`config.mk`:
```
export PLATFORM = sky130hd
export DESIGN_NAME = irq_rst_regfile
export DESIGN_NICKNAME = d
export VERILOG_FILES = /design/src/rtl/irq_rst_pkg.sv /design/src/rtl/irq_evt_decode.sv /design/src/rtl/irq_id_regs.sv /design/src/rtl/irq_ctrl_state.sv /design/src/rtl/irq_lvt_bank.sv /design/src/rtl/irq_rst_regfile.sv
export SDC_FILE = /design/constraint.sdc
export NUM_CORES = 1
export LEC_CHECK = 0
export ABC_AREA = 1
export BUFFER_PORTS_ARGS = -buffer_cell sky130_fd_sc_hd__buf_2
export CAP_MARGIN = 20
export CORE_MARGIN = 2
export CORE_UTILIZATION = 45
export DETAILED_ROUTE_END_ITERATION = 6
export HOLD_SLACK_MARGIN = 0.06
export PLACE_DENSITY_LB_ADDON = 0.25
export SYNTH_ARGS = -nofsm -noshare
export SYNTH_HDL_FRONTEND = slang
export SYNTH_HIERARCHICAL = 1
export SYNTH_SLANG_ARGS = --single-unit
export TNS_END_PERCENT = 5
```
`constraint.sdc`:
```
create_clock -name clk -period 2.3 [get_ports clk]
set_input_delay 0.575 -clock clk [delete_from_list [all_inputs] [get_ports clk]]
set_output_delay 0.575 -clock clk [all_outputs]
set_load 0.02 [all_outputs]
```
`src/rtl/irq_rst_pkg.sv`:
```
`timescale 1ns/1ps
package irq_rst_pkg;
  localparam int REG_W    = 32;
  localparam int VEC_W    = 8;
  localparam int MASK_POS = 16;
  localparam logic [7:0] CORE_VERSION = 8'h14;

  typedef enum logic [2:0] {
    DM_NORMAL     = 3'd0,
    DM_LOWPRI     = 3'd1,
    DM_SYSMGMT    = 3'd2,
    DM_SPARE      = 3'd3,
    DM_NONMASK    = 3'd4,
    DM_INIT       = 3'd5,
    DM_STARTUP    = 3'd6,
    DM_INIT_DEASS = 3'd7
  } dmode_e;

  // Version word: revision in the low byte, entry count minus one in byte 2.
  function automatic logic [REG_W-1:0] version_word(input int unsigned n_entries);
    logic [REG_W-1:0] w;
    w        = '0;
    w[7:0]   = CORE_VERSION;
    w[23:16] = 8'(n_entries - 1);
    return w;
  endfunction

  // While locked a mask bit may only be set, never cleared.
  function automatic logic mask_next(input logic cur, input logic req, input logic locked);
    return locked ? (cur | req) : req;
  endfunction

  function automatic logic [REG_W-1:0] lvt_word(input logic [VEC_W-1:0] vec, input logic mask);
    logic [REG_W-1:0] w;
    w           = '0;
    w[VEC_W-1:0] = vec;
    w[MASK_POS] = mask;
    return w;
  endfunction
endpackage

```
`src/rtl/irq_evt_decode.sv`:
```
`timescale 1ns/1ps
module irq_evt_decode
  import irq_rst_pkg::*;
(
  input  logic       init_pin,
  input  logic       msg_valid,
  input  logic [2:0] msg_mode,
  output logic       init_evt,
  output logic       deassert_evt,
  output logic       startup_evt
);
  logic msg_init;

  assign msg_init     = msg_valid && (msg_mode == DM_INIT);
  assign init_evt     = init_pin || msg_init;
  assign deassert_evt = msg_valid && (msg_mode == DM_INIT_DEASS);
  assign startup_evt  = msg_valid && (msg_mode == DM_STARTUP);
endmodule

```
`src/rtl/irq_id_regs.sv`:
```
`timescale 1ns/1ps
module irq_id_regs #(
  parameter int ID_W = 8
) (
  input  logic            clk,
  input  logic            rst_n,
  input  logic [ID_W-1:0] strap_id,
  input  logic            init_evt,
  input  logic            deassert_evt,
  input  logic            id_we,
  input  logic [ID_W-1:0] id_wdata,
  output logic [ID_W-1:0] id_q,
  output logic [ID_W-1:0] arb_q
);
  always_ff @(posedge clk) begin
    if (!rst_n) begin
      id_q  <= strap_id;
      arb_q <= strap_id;
    end else begin
      if (id_we && !init_evt) id_q <= id_wdata;
      if (deassert_evt)       arb_q <= id_q;
    end
  end
endmodule

```
`src/rtl/irq_ctrl_state.sv`:
```
`timescale 1ns/1ps
module irq_ctrl_state (
  input  logic clk,
  input  logic rst_n,
  input  logic init_evt,
  input  logic startup_evt,
  input  logic ctrl_we,
  input  logic ctrl_wbit,
  output logic sw_en,
  output logic wait_q
);
  always_ff @(posedge clk) begin
    if (!rst_n) begin
      sw_en  <= 1'b0;
      wait_q <= 1'b0;
    end else if (init_evt) begin
      sw_en  <= 1'b0;
      wait_q <= 1'b1;
    end else begin
      if (ctrl_we)     sw_en  <= ctrl_wbit;
      if (startup_evt) wait_q <= 1'b0;
    end
  end
endmodule

```
`src/rtl/irq_lvt_bank.sv`:
```
`timescale 1ns/1ps
module irq_lvt_bank
  import irq_rst_pkg::*;
#(
  parameter int N_LVT  = 6,
  parameter int ADDR_W = 4,
  parameter int BASE   = 4
) (
  input  logic                        clk,
  input  logic                        rst_n,
  input  logic                        init_evt,
  input  logic                        locked,
  input  logic                        we,
  input  logic [ADDR_W-1:0]           addr,
  input  logic [VEC_W-1:0]            wvec,
  input  logic                        wmask,
  output logic [N_LVT-1:0][VEC_W-1:0] vec_o,
  output logic [N_LVT-1:0]            mask_o
);
  for (genvar g = 0; g < N_LVT; g++) begin : g_ent
    logic             hit;
    logic [VEC_W-1:0] vec_q;
    logic             mask_q;

    assign hit = we && (addr == ADDR_W'(BASE + g));

    always_ff @(posedge clk) begin
      if (!rst_n || init_evt) begin
        vec_q  <= '0;
        mask_q <= 1'b1;
      end else if (hit) begin
        vec_q  <= wvec;
        mask_q <= mask_next(mask_q, wmask, locked);
      end
    end

    assign vec_o[g]  = vec_q;
    assign mask_o[g] = mask_q;
  end
endmodule

```
`src/rtl/irq_rst_regfile.sv`:
```
`timescale 1ns/1ps
module irq_rst_regfile
  import irq_rst_pkg::*;
#(
  parameter int N_LVT  = 6,
  parameter int ID_W   = 8,
  parameter int ADDR_W = 4
) (
  input  logic              clk,
  input  logic              rst_n,
  input  logic [ID_W-1:0]   strap_id,
  input  logic              init_pin,
  input  logic              msg_valid,
  input  logic [2:0]        msg_mode,
  input  logic              reg_we,
  input  logic [ADDR_W-1:0] reg_addr,
  input  logic [REG_W-1:0]  reg_wdata,
  output logic [REG_W-1:0]  reg_rdata,
  output logic              wait_startup
);
  localparam int A_ID   = 0;
  localparam int A_ARB  = 1;
  localparam int A_VER  = 2;
  localparam int A_CTRL = 3;
  localparam int A_LVT0 = 4;

  // Named internal events, observed by the bound checker.
  logic                        init_evt;
  logic                        deassert_evt;
  logic                        startup_evt;
  logic                        sw_en;
  logic                        sw_locked;
  logic [ID_W-1:0]             id_q;
  logic [ID_W-1:0]             arb_q;
  logic [N_LVT-1:0][VEC_W-1:0] lvt_vec;
  logic [N_LVT-1:0]            mask_vec;
  logic                        id_we;
  logic                        ctrl_we;
  logic                        unused_wdata;

  assign id_we        = reg_we && (reg_addr == ADDR_W'(A_ID));
  assign ctrl_we      = reg_we && (reg_addr == ADDR_W'(A_CTRL));
  assign sw_locked    = !sw_en;
  assign unused_wdata = ^reg_wdata;

  irq_evt_decode u_dec (
    .init_pin     (init_pin),
    .msg_valid    (msg_valid),
    .msg_mode     (msg_mode),
    .init_evt     (init_evt),
    .deassert_evt (deassert_evt),
    .startup_evt  (startup_evt)
  );

  irq_id_regs #(.ID_W(ID_W)) u_ids (
    .clk          (clk),
    .rst_n        (rst_n),
    .strap_id     (strap_id),
    .init_evt     (init_evt),
    .deassert_evt (deassert_evt),
    .id_we        (id_we),
    .id_wdata     (reg_wdata[ID_W-1:0]),
    .id_q         (id_q),
    .arb_q        (arb_q)
  );

  irq_ctrl_state u_ctrl (
    .clk         (clk),
    .rst_n       (rst_n),
    .init_evt    (init_evt),
    .startup_evt (startup_evt),
    .ctrl_we     (ctrl_we),
    .ctrl_wbit   (reg_wdata[0]),
    .sw_en       (sw_en),
    .wait_q      (wait_startup)
  );

  irq_lvt_bank #(.N_LVT(N_LVT), .ADDR_W(ADDR_W), .BASE(A_LVT0)) u_lvt (
    .clk      (clk),
    .rst_n    (rst_n),
    .init_evt (init_evt),
    .locked   (sw_locked),
    .we       (reg_we),
    .addr     (reg_addr),
    .wvec     (reg_wdata[VEC_W-1:0]),
    .wmask    (reg_wdata[MASK_POS]),
    .vec_o    (lvt_vec),
    .mask_o   (mask_vec)
  );

  always_comb begin
    reg_rdata = '0;
    if (reg_addr == ADDR_W'(A_ID))        reg_rdata[ID_W-1:0] = id_q;
    else if (reg_addr == ADDR_W'(A_ARB))  reg_rdata[ID_W-1:0] = arb_q;
    else if (reg_addr == ADDR_W'(A_VER))  reg_rdata = version_word(N_LVT);
    else if (reg_addr == ADDR_W'(A_CTRL)) reg_rdata[0] = sw_en;
    for (int i = 0; i < N_LVT; i++) begin
      if (reg_addr == ADDR_W'(A_LVT0 + i)) reg_rdata = lvt_word(lvt_vec[i], mask_vec[i]);
    end
  end
endmodule

```
==> results.toml <==
[outcome]
status = "finished clean"

[timing]
finalSetupViolations = 0
rsz0062_at_grt = "yes"
setup_tns_ns = 0
final-max-slew-violation-count = 0
finalCriticalPeriod_ns = 2.23
worst_slew_pin_slew_ns = 0.592
min_period_over_period = 0.970
fmax_ghz = 0.448
hold_violations = 0
layout_setup_ws_ns = 0.0687
max-slew-margin-rel = 0.604
skew_ns = 0.00804

[logic_synthesis]
synth_warnings = 6
synth_seq_cells = 72
synthXorXnorAreaFrac = 0
synth.distinct_cells = 24
ys_top_cells_by_area = "dfxtp_1 (29%), nand2_1 (20%), edfxtp_1 (12%)"
yosys.area_share.simple = 0.425
synth_compound_area_frac = 0.0261
syn_inst = 589
syn_area_sq_um = 3880
muxShareOfSynthArea = 0
synth_fa_ha_area_frac = 0
yosys.area.top_type = "dfxtp_1"
syn_avg_cell_area_sq_um = 6.59
synth_top_family_by_area = "simple AND/OR/NAND/NOR gates"
synth_top_area_share = 0.289
yosysSeqAreaShare = 0.413

[clock_tree]
cts_buffer_depth = 2
clock_latency_ns = 0.35
h-tree-depth = 3
path_clk_slew_ns = 0.08
cts_hold_buffers = 0
cts_buffers = 9
root_buffer = "clkbuf_8"
numClockSinks = 72
cts_tree = "done"

[critical_path]
ff2ff_setup_slack_ns = 1.33
worstSetupPathType = "primary input to output pin"
cp.required_ns = 1.73
timing.rr.start = "u_ctrl/sw_en$_SDFFE_PP0P_"
rr_worst_depth = 5
critPathMaxFanout = 7
rr_endpoint = "u_lvt/g_ent[3].mask_q$_SDFFE_PP1P_"
start_kind = "primary input"
arrival_ns = 1.66
worstSetupEndpointType = "output pin"

[power]
power_density_nw_per_um2 = 601
total_power_mw = 2.80
peakVddDrop_v = 0.000270
power_leakage_nw = 2.08

[detailed_routing]
ant_nets = 0
routed_wl_mm = 9.07
wl_per_cell_um = 11.9
num_vias = 3616
drc_errors = 0
drt-initial-drc-count = 183
vias_per_cell = 4.75
firstDrtPassIters = 4

[cells_and_area]
n_fill_cell = 815
layout_commonest_cell = "nand2_1"
diodes = 0
fin_util = 0.561
layout_common_cells = "nand2_1 (202), nor2_1 (118), dfxtp_1 (56)"
area_delta_synth_final_pct = 20.1
finalNetCount = 703
drive_above_1_share = 0.210

[place]
portBuffers = 39
preCtsSetupSlack_ns = -0.110
gp_congestion = 0.853
dp_hpwl_mm = 6.63

[flow_run]
cap_violations = 0

[global_route]
overflow = 0
grt_max_degree = 55
grtUsageTotal = 0.198
antenna_found_initial = 0
grt_pass1_vias = 3385
grt_pass1_wl_mm = 15.3

[floorplan]
start_util = 0.467
die_w_um = 96.8
core_area_sq_um = 8300
rows = 33
die_area_sq_um = 9380
die-height_um = 96.8
io_pins = 85

[min_path]
hold_path_class = "flop to flop"
min_path_cells = 2
hp-start = "u_ctrl/wait_q$_SDFFE_PN0P_"
hold_end = "u_ctrl/wait_q$_SDFFE_PN0P_"
==> worst max path at each step <==
stage | start | to | slack [ns] | cells after the start
2_1_floorplan | reg_addr[3] | reg_rdata[0] | 0.21 | 7
3_3_place_gp | reg_addr[3] | reg_rdata[3] | -0.08 | 11
3_5_place_dp | reg_addr[3] | reg_rdata[3] | -0.11 | 11
4_1_cts | reg_addr[0] | reg_rdata[0] | -0.02 | 11
5_1_grt | reg_addr[1] | reg_rdata[0] | -0.004 | 11
6_report | reg_addr[2] | reg_rdata[0] | 0.07 | 11
==> worst max-delay path, cell delays in order <==
cell and delay [ns]:
buf_12 0.11, buf_6 0.11, nor2_4 0.13, buf_6 0.16, nand2_4 0.06, nor2_4 0.10
nor2_2 0.04, nand4_1 0.10, nand2_1 0.09, nand3_2 0.07, buf_6 0.11
==> cells in the mapped netlist <==
master,count
nand2_1,211
nor2_1,126
dfxtp_1,56
inv_1,56
nand3_1,33
buf_4,29
edfxtp_1,16
o21ai_0,14
nand4_1,8
buf_6,6
nor2_4,6
clkbuf_1,4
nor2_2,4
or2_2,4
a21oi_1,3
nor3_1,3
inv_2,2
nand3_2,2
a21oi_2,1
buf_2,1
conb_1,1
nand2_2,1
nor3_2,1
o211ai_1,1
==> power breakdown <==
part / leakage, nW / total [mW] / internal [mW] / switching [mW]
logic: 1.36 / 0.377 / 0.131 / 0.246
clock network: 0.106 / 1.08 / 0.573 / 0.503
registers: 0.610 / 1.35 / 1.33 / 0.0163
==> metal layers <==
layer | share of wire | track usage
met1 | 0.45 | 0.248
met3 | 0.038 | 0.0434
met2 | 0.51 | 0.347
met4 | 0.011 | 0.0444
met5 | 0 | 0
==> cells by family (layout without fill, tap and decap cells) <==
family / after synthesis / count (layout)
buf+inv: 98 / 144
simple gates: 399 / 399
other cells: 1 / 22
compound gates: 19 / 19
flops: 72 / 72
==> flip-flops by register name, indices dropped and copies added (netlist names) <==
name and flops:
u_lvt/g_ent.vec_q 48, u_ids/arb_q 8, u_ids/id_q 8, u_lvt/g_ent.mask_q 6
u_ctrl/sw_en 1, u_ctrl/wait_q 1
==> stage by stage <==
stage	hold slack (ns)	cell area, sq um	instances
3_3_place_gp	0.442	4210	743
6_report	0.464	4660	761
5_1_grt	0.485	4660	761
4_1_cts	0.462	4470	759
3_5_place_dp	0.450	4210	743
2_1_floorplan	0.447	3960	610
==> final cells by class <==
| class | instances | area [sq um] | share of cell area |
|---|---|---|---|
| multi-input combinational | 440 | 1970 | 0.424 |
| sequential | 72 | 1600 | 0.344 |
| timing repair buffer | 70 | 520 | 0.112 |
| inverter | 58 | 220 | 0.0473 |
| clock buffer | 11 | 153 | 0.0328 |
| tap | 105 | 131 | 0.0282 |
| clock inverter | 5 | 58.8 | 0.0126 |
==> repair_timing <==
action,CTS,global route
pin swaps,0,23
endpoints found under the setup margin,9,9
gates resized for setup,12,57
setup buffers,0,3
cloned,0,0
hold endpoints to repair,0,0
No activity file was read; power rests on OpenSTA's default activity.
